[src/rtl/lct_pkg.sv]
package lct_pkg;
  localparam int VEC_W        = 8;
  localparam int DIV_W        = 4;
  localparam int LVT_MASK_BIT = 16;
  localparam int LVT_PER_BIT  = 17;
  localparam logic [DIV_W-1:0] DIV_KEEP = 4'hB;

  typedef enum logic [1:0] {
    SEL_INIT = 2'd0,
    SEL_CUR  = 2'd1,
    SEL_DIV  = 2'd2,
    SEL_LVT  = 2'd3
  } lct_sel_e;

  typedef struct packed {
    logic             periodic;
    logic             masked;
    logic [VEC_W-1:0] vector;
  } lct_entry_t;
endpackage

[src/rtl/lct_prescale.sv]
module lct_prescale
  import lct_pkg::*;
#(
  parameter int PRE_W = 7
) (
  input  logic             clk,
  input  logic             rst_n,
  input  logic             clr,
  input  logic [DIV_W-1:0] div_code,
  output logic             tick
);
  localparam int SH_W = $clog2(PRE_W + 1);

  logic [SH_W-1:0]  shift;
  logic [PRE_W-1:0] mask;
  logic [PRE_W-1:0] pre_q, pre_d;

  // ratio code skips bit 2; shift wraps modulo 8
  always_comb begin
    shift = SH_W'({div_code[3], div_code[1:0]}) + SH_W'(1);
    for (int i = 0; i < PRE_W; i++) begin
      mask[i] = (i < int'(shift));
    end
  end

  always_comb begin
    if (clr) pre_d = '0;
    else     pre_d = pre_q + PRE_W'(1);
  end

  always_ff @(posedge clk or negedge rst_n) begin
    if (!rst_n) pre_q <= '0;
    else        pre_q <= pre_d;
  end

  assign tick = ((pre_q & mask) == mask);

  // with the ratio held, a divided tick is never followed by another at once
  assert_tick_gap_R3: assert property (@(posedge clk) disable iff (!rst_n)
    (tick && shift != '0) |=> (!tick || shift != $past(shift) || $past(clr)));
endmodule

[src/rtl/lct_regs.sv]
module lct_regs
  import lct_pkg::*;
#(
  parameter int CNT_W = 32
) (
  input  logic             clk,
  input  logic             rst_n,
  input  logic             wr_en,
  input  logic [1:0]       wr_sel,
  input  logic [31:0]      wr_data,
  input  logic [1:0]       rd_sel,
  input  logic [CNT_W-1:0] cur_cnt,
  output logic             load,
  output logic [CNT_W-1:0] init_q,
  output logic [DIV_W-1:0] div_q,
  output lct_entry_t       entry_q,
  output logic [31:0]      rd_data
);
  logic       div_we, ent_we;
  lct_entry_t entry_d;

  assign load   = wr_en && (lct_sel_e'(wr_sel) == SEL_INIT);
  assign div_we = wr_en && (lct_sel_e'(wr_sel) == SEL_DIV);
  assign ent_we = wr_en && (lct_sel_e'(wr_sel) == SEL_LVT);

  always_comb begin
    entry_d.periodic = wr_data[LVT_PER_BIT];
    entry_d.masked   = wr_data[LVT_MASK_BIT];
    entry_d.vector   = wr_data[VEC_W-1:0];
  end

  always_ff @(posedge clk or negedge rst_n) begin
    if (!rst_n)    init_q <= '0;
    else if (load) init_q <= wr_data[CNT_W-1:0];
  end

  always_ff @(posedge clk or negedge rst_n) begin
    if (!rst_n)      div_q <= '0;
    else if (div_we) div_q <= wr_data[DIV_W-1:0] & DIV_KEEP;
  end

  always_ff @(posedge clk or negedge rst_n) begin
    if (!rst_n) begin
      entry_q.periodic <= 1'b0;
      entry_q.masked   <= 1'b1;
      entry_q.vector   <= '0;
    end else if (ent_we) begin
      entry_q <= entry_d;
    end
  end

  always_comb begin
    rd_data = '0;
    case (lct_sel_e'(rd_sel))
      SEL_INIT: rd_data[CNT_W-1:0] = init_q;
      SEL_CUR:  rd_data[CNT_W-1:0] = cur_cnt;
      SEL_DIV:  rd_data[DIV_W-1:0] = div_q;
      default: begin
        rd_data[VEC_W-1:0]   = entry_q.vector;
        rd_data[LVT_MASK_BIT] = entry_q.masked;
        rd_data[LVT_PER_BIT]  = entry_q.periodic;
      end
    endcase
  end

  // the divide register takes only the kept bits of a write
  assert_div_keep_R2: assert property (@(posedge clk) disable iff (!rst_n)
    div_we |=> (div_q == ($past(wr_data[DIV_W-1:0]) & DIV_KEEP)));
endmodule

[src/rtl/lct_counter.sv]
module lct_counter #(
  parameter int CNT_W = 32
) (
  input  logic             clk,
  input  logic             rst_n,
  input  logic             load,
  input  logic [CNT_W-1:0] load_val,
  input  logic [CNT_W-1:0] reload_val,
  input  logic             tick,
  input  logic             periodic,
  input  logic             masked,
  output logic [CNT_W-1:0] cur_q,
  output logic             irq_q
);
  logic [CNT_W-1:0] cnt_d;
  logic             cnt_en;
  logic             irq_d;

  assign cnt_en = load | tick;

  always_comb begin
    cnt_d = cur_q;
    irq_d = 1'b0;
    if (load) begin
      cnt_d = load_val;
    end else if (tick) begin
      if (cur_q != '0) begin
        cnt_d = cur_q - CNT_W'(1);
        irq_d = (cur_q == CNT_W'(1)) && !masked;
      end else if (periodic) begin
        cnt_d = reload_val;
      end
    end
  end

  always_ff @(posedge clk or negedge rst_n) begin
    if (!rst_n)      cur_q <= '0;
    else if (cnt_en) cur_q <= cnt_d;
  end

  always_ff @(posedge clk or negedge rst_n) begin
    if (!rst_n) irq_q <= 1'b0;
    else        irq_q <= irq_d;
  end

  // an expired one-shot count stays at zero
  assert_hold_zero_R5: assert property (@(posedge clk) disable iff (!rst_n)
    (cur_q == '0 && !periodic && !load) |=> (cur_q == '0));
  // a pulse only accompanies a zero count
  assert_pulse_at_zero_R7: assert property (@(posedge clk) disable iff (!rst_n)
    irq_q |-> (cur_q == '0));
  // a running count moves down by at most one per edge
  assert_step_R4: assert property (@(posedge clk) disable iff (!rst_n)
    (!load && cur_q != '0) |=> (cur_q == $past(cur_q) || cur_q == $past(cur_q) - CNT_W'(1)));
endmodule

[src/rtl/lct_timer.sv]
module lct_timer
  import lct_pkg::*;
#(
  parameter int CNT_W = 32,
  parameter int PRE_W = 7
) (
  input  logic              clk,
  input  logic              rst_n,
  input  logic              wr_en,
  input  logic [1:0]        wr_sel,
  input  logic [31:0]       wr_data,
  input  logic [1:0]        rd_sel,
  output logic [31:0]       rd_data,
  output logic              irq_pulse,
  output logic [VEC_W-1:0]  irq_vector
);
  logic             rst_s0, rst_s1;
  logic             rst_sn;
  logic             load;
  logic             tick;
  logic [CNT_W-1:0] init_q;
  logic [CNT_W-1:0] cur_cnt;
  logic [DIV_W-1:0] div_q;
  lct_entry_t       entry_q;

  // asynchronous assertion, synchronous release
  always_ff @(posedge clk or negedge rst_n) begin
    if (!rst_n) begin
      rst_s0 <= 1'b0;
      rst_s1 <= 1'b0;
    end else begin
      rst_s0 <= 1'b1;
      rst_s1 <= rst_s0;
    end
  end
  assign rst_sn = rst_s1;

  lct_regs #(.CNT_W(CNT_W)) u_regs (
    .clk     (clk),
    .rst_n   (rst_sn),
    .wr_en   (wr_en),
    .wr_sel  (wr_sel),
    .wr_data (wr_data),
    .rd_sel  (rd_sel),
    .cur_cnt (cur_cnt),
    .load    (load),
    .init_q  (init_q),
    .div_q   (div_q),
    .entry_q (entry_q),
    .rd_data (rd_data)
  );

  lct_prescale #(.PRE_W(PRE_W)) u_pre (
    .clk      (clk),
    .rst_n    (rst_sn),
    .clr      (load),
    .div_code (div_q),
    .tick     (tick)
  );

  lct_counter #(.CNT_W(CNT_W)) u_cnt (
    .clk        (clk),
    .rst_n      (rst_sn),
    .load       (load),
    .load_val   (wr_data[CNT_W-1:0]),
    .reload_val (init_q),
    .tick       (tick),
    .periodic   (entry_q.periodic),
    .masked     (entry_q.masked),
    .cur_q      (cur_cnt),
    .irq_q      (irq_pulse)
  );

  assign irq_vector = entry_q.vector;

  // a pulse never follows a cycle in which the entry was masked
  assert_mask_gate_R8: assert property (@(posedge clk) disable iff (!rst_sn)
    irq_pulse |-> !$past(entry_q.masked));
endmodule

[config.mk]
export PLATFORM = sky130hd
export DESIGN_NAME = lct_timer
export DESIGN_NICKNAME = d
export VERILOG_FILES = /design/src/rtl/lct_pkg.sv /design/src/rtl/lct_prescale.sv /design/src/rtl/lct_regs.sv /design/src/rtl/lct_counter.sv /design/src/rtl/lct_timer.sv
export SDC_FILE = /design/constraint.sdc
export NUM_CORES = 1
export LEC_CHECK = 0
export BUFFER_PORTS_ARGS = -buffer_cell sky130_fd_sc_hd__buf_4
export CAP_MARGIN = 15
export CORE_ASPECT_RATIO = 0.8
export CORE_MARGIN = 4
export CORE_UTILIZATION = 35
export CTS_CLUSTER_DIAMETER = 60
export CTS_CLUSTER_SIZE = 14
export DETAILED_ROUTE_END_ITERATION = 8
export HOLD_SLACK_MARGIN = 0.06
export SYNTH_ARGS = -nofsm -noshare
export SYNTH_HDL_FRONTEND = slang
export SYNTH_SLANG_ARGS = --single-unit
[constraint.sdc]
create_clock -name clk -period 3 [get_ports clk]
set_input_delay 0.6 -clock clk [delete_from_list [all_inputs] [get_ports clk]]
set_output_delay 0.6 -clock clk [all_outputs]
set_load 0.02 [all_outputs]
==> impl_metrics.yaml, run 1 <==
clock_tree:
  clkTransAtPathRegs_ns: 0.06
  numCtsBuffers: 9
  insertion_delay_ns: 0.34
  htreeDepth: 3
  clock_path_buffers: 2
  root_buffer: "clkbuf_16"
  clock_sinks: 87
  cts_tree: "done"
hold_path:
  hold_class: "reg2async"
sta:
  fmax_mhz: 348
  slew_headroom: 0.560
  hold_violations: 0
  tightest_slew_ns: 0.651
  finalClockSkew_ns: 0.00908
  grt_setup_unrepaired: "false"
  setup_tns_ns: 0
  whs_ns: 0.341
  maxSlewViolCount: 0
  final.period_utilization: 0.958
  setup_viol: 0
  fin_crit_ns: 2.87
critical_path:
  r2r_slack_ns: 0.13
  end_kind: "flop"
  reg2reg_from: "u_cnt.cur_q[24]$_DFFE_PN0P_"
  critPathKind: "reg2reg"
  cp.arrival_ns: 3.08
  crit_start: "u_cnt.cur_q[24]$_DFFE_PN0P_"
  start_kind: "flop"
  crit_required_ns: 3.20
  crit_fanout: 8
die:
  coreArea_sq_um: 14300
  die_h_um: 116
  dieWidth_um: 144
  io_pins: 80
  dieArea_sq_um: 16700
  start_util: 0.359
  num_rows: 39
drt:
  detail-route-antenna-nets: 0
  post_drt_wl_per_cell_um: 19.0
  vias: 4898
  wirelength_um: 16600
  drt_iter0_markers: 445
  drcViolationCount: 0
  first_pass_iters: 5
  detail_route.vias_per_cell: 5.63
cells_and_area:
  fill_cells: 1434
  final_cells: 870
  num-nets-final: 724
  syn2layout_area_growth_pct: 24.9
  finalInstanceArea_sq_um: 6430
  most-common-layout-cells: "121 x nand2_1, 115 x buf_4, 85 x dfrtp_1"
  final_common_cell: "nand2_1"
  final_layout_size_suffix_gt1_frac: 0.243
  insertedDiodeCount: 0
logic_synthesis:
  ys.flop_type: "dfrtp_1"
  synth-async-reset-ratio: 1.00
  syn_avg_cell_area_sq_um: 8.68
  synthDistinctLibCells: 66
  synth_edf_count: 0
  syn_inst: 593
  synth_area_sq_um: 5150
  seq_area_frac_synth: 0.423
  ys_ff_latch: 87
  yosysWarnings: 0
  synth_fp_nets: 636
outcome:
  status: "finished, final reports clean"
global_route:
  grt_use_total: 0.204
  grt_pass1_wl_um: 26800
  gr-total-overflow: 0
  grt_pass1_vias: 4904
  antenna_found_initial: 0
  grt_max_degree: 86
placement:
  dp.cells: 852
  gp_congestion: 0.917
  placed_area_sq_um: 6100
  dpl.hpwl_um: 12000
  portBuffers: 79
power_and_ir_drop:
  p_leak_nw: 2.92
  ir_drop_v: 0.000323
  pwr_density_cell_nw_per_um2: 704
flow_run:
  max_cap_viol_count: 0
==> cell type report <==
| cell class | count | area, sq um | share of cell area |
|---|---|---|---|
| tap | 184 | 230 | 0.0358 |
| timing repair buffer | 118 | 913 | 0.142 |
| sequential | 87 | 2180 | 0.339 |
| inverter | 11 | 41.3 | 0.00642 |
| clock buffer | 13 | 250 | 0.0389 |
| clock inverter | 3 | 42.5 | 0.00662 |
| multi-input combinational | 454 | 2770 | 0.431 |
==> per-stage QoR <==
stage | power [W] | util | setup slack [ns]
global route | 0.00481 | 0.448 | 0.0188
floorplan | 0.00274 | - | 0.382
detailed placement | 0.00340 | 0.425 | 0.151
global placement | 0.00336 | 0.425 | 0.240
finish | 0.00452 | 0.448 | 0.126
CTS | 0.00455 | 0.446 | 0.146
==> routing by layer <==
metal,share of wire,track usage,vias to the layer above
li1,-,-,2312
met1,0.49,0.309,2378
met2,0.43,0.291,187
met3,0.065,0.0422,21
met4,0.016,0.0621,0
met5,0,0,-
==> logic make-up after synthesis <==
| family | synth area share |
|---|---|
| flops | 0.423 |
| compound gates | 0.156 |
| mux | 0.102 |
| fa+ha+maj | 0.00972 |
| simple gates | 0.244 |
| other cells | 0.000728 |
| xor+xnor | 0.0221 |
| buf+inv | 0.0420 |
==> worst paths after layout <==
path / end / cells past startpoint
setup reg to reg: u_cnt.cur_q[31]$_DFFE_PN0P_ / 6
hold reg to reg: u_regs.init_q[2]$_DFFE_PN0P_ / 0
hold / removal: u_regs.init_q[2]$_DFFE_PN0P_ / 0
setup / recovery: u_cnt.cur_q[31]$_DFFE_PN0P_ / 6
min in group clk: rst_s1$_DFF_PN0_ / 0
max in group asynchronous: u_regs.entry_q[8]$_DFFE_PN1P_ / 1
==> synthesized netlist by cell type, types with 3 or more instances <==
master,number,area share
inv_1,11,0.0080
and3_1,3,0.0036
nor3_1,12,0.012
or4_1,7,0.010
a21oi_1,21,0.020
buf_1,10,0.0073
o21ai_1,3,0.0029
a32oi_1,4,0.0068
and2_1,3,0.0036
a221o_1,5,0.0097
mux2_2,14,0.031
mux2i_1,30,0.058
clkbuf_1,24,0.017
o31ai_1,7,0.010
o311ai_0,4,0.0068
o211ai_1,6,0.0087
a31oi_1,9,0.011
nand4_1,7,0.0085
dfrtp_1,86,0.42
nand2_1,122,0.089
mux4_2,3,0.013
a21o_1,4,0.0058
xnor2_1,7,0.012
ha_1,4,0.0097
o41ai_1,3,0.0051
nand3_1,17,0.017
a311oi_1,3,0.0051
o31a_1,3,0.0051
nor2_1,62,0.045
buf_2,5,0.0049
or3_1,4,0.0049
a22o_1,3,0.0051
nor4_1,11,0.013
nor4b_1,3,0.0051
o21ai_0,28,0.027
xor2_1,6,0.010
==> worst max-delay path: stages (launching register included) <==
cell and delay [ns]:
dfrtp_1 0.43, or4_1 0.57, or4_1 0.59, nor3_4 0.33, nand2_1 0.37, o221ai_1 0.32
a32oi_1 0.13
==> state kept, by name, summed over array words and instances (netlist names) <==
name and flops:
rst_s0 1, u_cnt.irq_q 1, u_regs.div_q 3, rst_s1 1
u_pre.pre_q 7, u_regs.entry_q 10, u_cnt.cur_q 32, u_regs.init_q 32
==> timing repair <==
item                       in CTS  in global routing
gates resized for setup         0                  2
hold buffers                    1                  0
setup buffers                   0                  0
setup endpoints to repair       0                  2
hold endpoints to repair        2                  0
==> power breakdown <==
group | total (W) | switching [W] | internal, W
Combinational | 0.00159 | 0.000885 | 0.000707
Clock | 0.00112 | 0.000454 | 0.000668
Sequential | 0.00181 | 0.000362 | 0.00145
No activity file was read; power rests on OpenSTA's default activity.
==> run 2: changes to the inputs <==
--- a/config.mk
+++ b/config.mk
@@ -5,6 +5,7 @@
 export SDC_FILE = /design/constraint.sdc
 export NUM_CORES = 1
 export LEC_CHECK = 0
+export ABC_AREA = 1
 export BUFFER_PORTS_ARGS = -buffer_cell sky130_fd_sc_hd__buf_4
 export CAP_MARGIN = 15
 export CORE_ASPECT_RATIO = 0.8
==> run 2 against run 1 <==
Wire length down 6.9%. Sequential share of layout area up 0.46 points. Clock power down 6%. Final cell count up 17%. Critical endpoint is now rd_data[16]. Critical path depth up 1. Core utilization down 1.0 points. Sequential power about the same. Area after synthesis up 2.1%. Clock-buffer cell count down 2. Combinational power up 33%. Via count up 3.7%.
==> impl_metrics.yaml, run 2 <==
global_route:
  grt_pass1_wl_um: 25300
  grt_use_total: 0.183
  grt_pass1_vias: 4756
  grt_max_degree: 45
  antenna_found_initial: 0
  gr-total-overflow: 0
cells_and_area:
  multi_input_area_sq_um: 2610
  syn2layout_area_growth_pct: 20.7
  insertedDiodeCount: 0
  top_regs: "u_cnt.cur_q: 32 flops, u_regs.init_q: 32 flops, u_regs.entry_q: 10 flops"
  final_layout_size_suffix_gt1_frac: 0.155
  num-nets-final: 871
  seqCellArea_sq_um: 2180
  fill_cells: 1505
  most-common-layout-cells: "244 x nand2_1, 91 x buf_4, 85 x dfrtp_1"
  final_common_cell: "nand2_1"
  finalCoreUtilization: 0.438
drt:
  wirelength_um: 15400
  first_pass_iters: 5
  drt_iter0_markers: 383
  post_drt_wl_per_cell_um: 15.2
  detail_route.vias_per_cell: 4.99
  vias: 5078
  detail-route-antenna-nets: 0
  drcViolationCount: 0
sta:
  setup_viol: 0
  finalClockSkew_ns: 0.00747
  maxSlewViolCount: 0
  whs_ns: 0.326
  fin_crit_ns: 2.49
  slew_headroom: 0.571
  fmax_mhz: 401
  hold_violations: 0
  setup_slack_ns: 0.506
  final.period_utilization: 0.831
  grt_setup_unrepaired: "false"
  setup_tns_ns: 0
  tightest_slew_ns: 0.642
hold_path:
  hold_class: "reg2async"
critical_path:
  end_kind: "primary output"
  crit_fanout: 13
  cp.arrival_ns: 1.89
  crit_required_ns: 2.40
  critPathKind: "in2out"
  start_kind: "primary input"
logic_synthesis:
  synth_fp_nets: 790
  syn_avg_cell_area_sq_um: 7.04
  seq_area_frac_synth: 0.414
  synth-simple-area-share: 0.316
  synth_area_sq_um: 5260
  synth_edf_count: 0
  yosysWarnings: 0
  synth_commonest_cells: "244 x nand2_1, 86 x dfrtp_1, 83 x inv_1"
  synth_compound_area_frac: 0.128
  synth-async-reset-ratio: 1.00
  synthXorXnorAreaFrac: 0.0300
  synth-adder-area-share: 0.00952
  synthDistinctLibCells: 38
  synthMuxAreaShare: 0.0129
  synthTopCellsByArea: "dfrtp_1 41%, nand2_1 17%, inv_1 5.9%, nor2_1 5.8%, nand3_1 5.0%"
  ys_ff_latch: 87
  synth_top_area_frac: 0.409
  synth_most_common_cell: "nand2_1"
  synth_top_family_by_area: "simple AND/OR/NAND/NOR gates"
  syn_inst: 747
  synth_top_cell_by_area: "dfrtp_1"
  ys.flop_type: "dfrtp_1"
die:
  dieArea_sq_um: 17100
  start_util: 0.363
  io_pins: 80
  die_h_um: 118
  dieWidth_um: 145
  coreArea_sq_um: 14500
  num_rows: 39
clock_tree:
  cts_setup_buffers: 0
  insertion_delay_ns: 0.34
  clock_sinks: 87
  clock_path_buffers: 2
  clkTransAtPathRegs_ns: 0.07
  cts_resized: 0
  htreeDepth: 3
  cts_tree: "done"
  numCtsBuffers: 9
  root_buffer: "clkbuf_16"
power_and_ir_drop:
  ir_drop_v: 0.000349
  pwr_density_cell_nw_per_um2: 787
  p_leak_nw: 3.26
outcome:
  status: "finished, final reports clean"
flow_run:
  max_cap_viol_count: 0
placement:
  dp_slack_ns: 0.523
  portBuffers: 79
  gp_congestion: 0.909
  dpl.hpwl_um: 11500
run 2: changes by cell type after synthesis, moves of 19 or more:
cell,delta
inv_1,+72
o21ai_0,+20
mux2i_1,-30
nand3_1,+35
nor2_1,+19
nand2_1,+122
run 2: final cells by class:
cell class | instances | area share
Timing Repair Buffer | 93 | 0.112
Sequential cell | 87 | 0.344
Tap cell | 184 | 0.0363
Clock buffer | 11 | 0.0367
Inverter | 90 | 0.0532
Clock inverter | 5 | 0.00552
Multi-Input combinational cell | 547 | 0.412
run 2: cell families (layout without fill, tap and decap cells):
logic type | Yosys count | after routing
DFF | 87 | 87
xor gates and xnor gates | 18 | 18
and+or+nand+nor | 398 | 398
muxes | 6 | 6
buffers and inverters | 113 | 199
AOI/OAI and AO/OA | 120 | 120
adders and majority gates | 4 | 4
other | 1 | 1
run 2: metal layers:
metal,wire length [um],vias to the layer above,global-route usage,share of wire
met5,0,-,0,0
met4,159,0,0.0398,0.010
met3,845,15,0.0354,0.055
met2,6300,149,0.263,0.41
met1,8110,2356,0.283,0.53
li1,-,2558,-,-
run 2: per-stage QoR:
stage	std cells	power [W]	cell area (sq um)
after global placement	1000	0.00392	6070
after CTS	1017	0.00500	6340
after global routing	1017	0.00540	6340
after detailed placement	1000	0.00394	6070
final	1017	0.00499	6340
after floorplan	747	0.00332	5260
run 2: final timing paths:
check                                       startpoint                             to  slack (ns)  depth (start not counted)
min                                   rst_s1$_DFF_PN0_  u_regs.entry_q[4]$_DFFE_PN0P_        0.33                          0
max reg2reg                u_regs.div_q[0]$_DFFE_PN0P_    u_cnt.cur_q[16]$_DFFE_PN0P_        0.67                         12
min in group clk                      rst_s0$_DFF_PN0_               rst_s1$_DFF_PN0_        0.35                          0
min reg2reg                           rst_s1$_DFF_PN0_  u_regs.entry_q[4]$_DFFE_PN0P_        0.33                          0
max                                          rd_sel[0]                    rd_data[16]        0.51                          7
max in group asynchronous             rst_s1$_DFF_PN0_  u_regs.init_q[22]$_DFFE_PN0P_        2.03                          1
run 2: where the power goes:
part / leakage [nW] / internal (W) / switching [W] / total [W]
combinational: 2.05 / 0.000758 / 0.00136 / 0.00212
clock: 0.129 / 0.000563 / 0.000486 / 0.00105
sequential: 1.08 / 0.00149 / 0.000337 / 0.00183
run 2: timing repair:
item	CTS	global route
hold buffers	1	0
hold endpoints to repair	2	0
endpoints found under the setup margin	0	0
run 2: critical path, cell delays in order:
cell and delay [ns]:
buf_4 0.09, inv_1 0.06, nor2_1 0.35, clkinv_1 0.16
buf_4 0.22, o221ai_1 0.22, buf_4 0.19
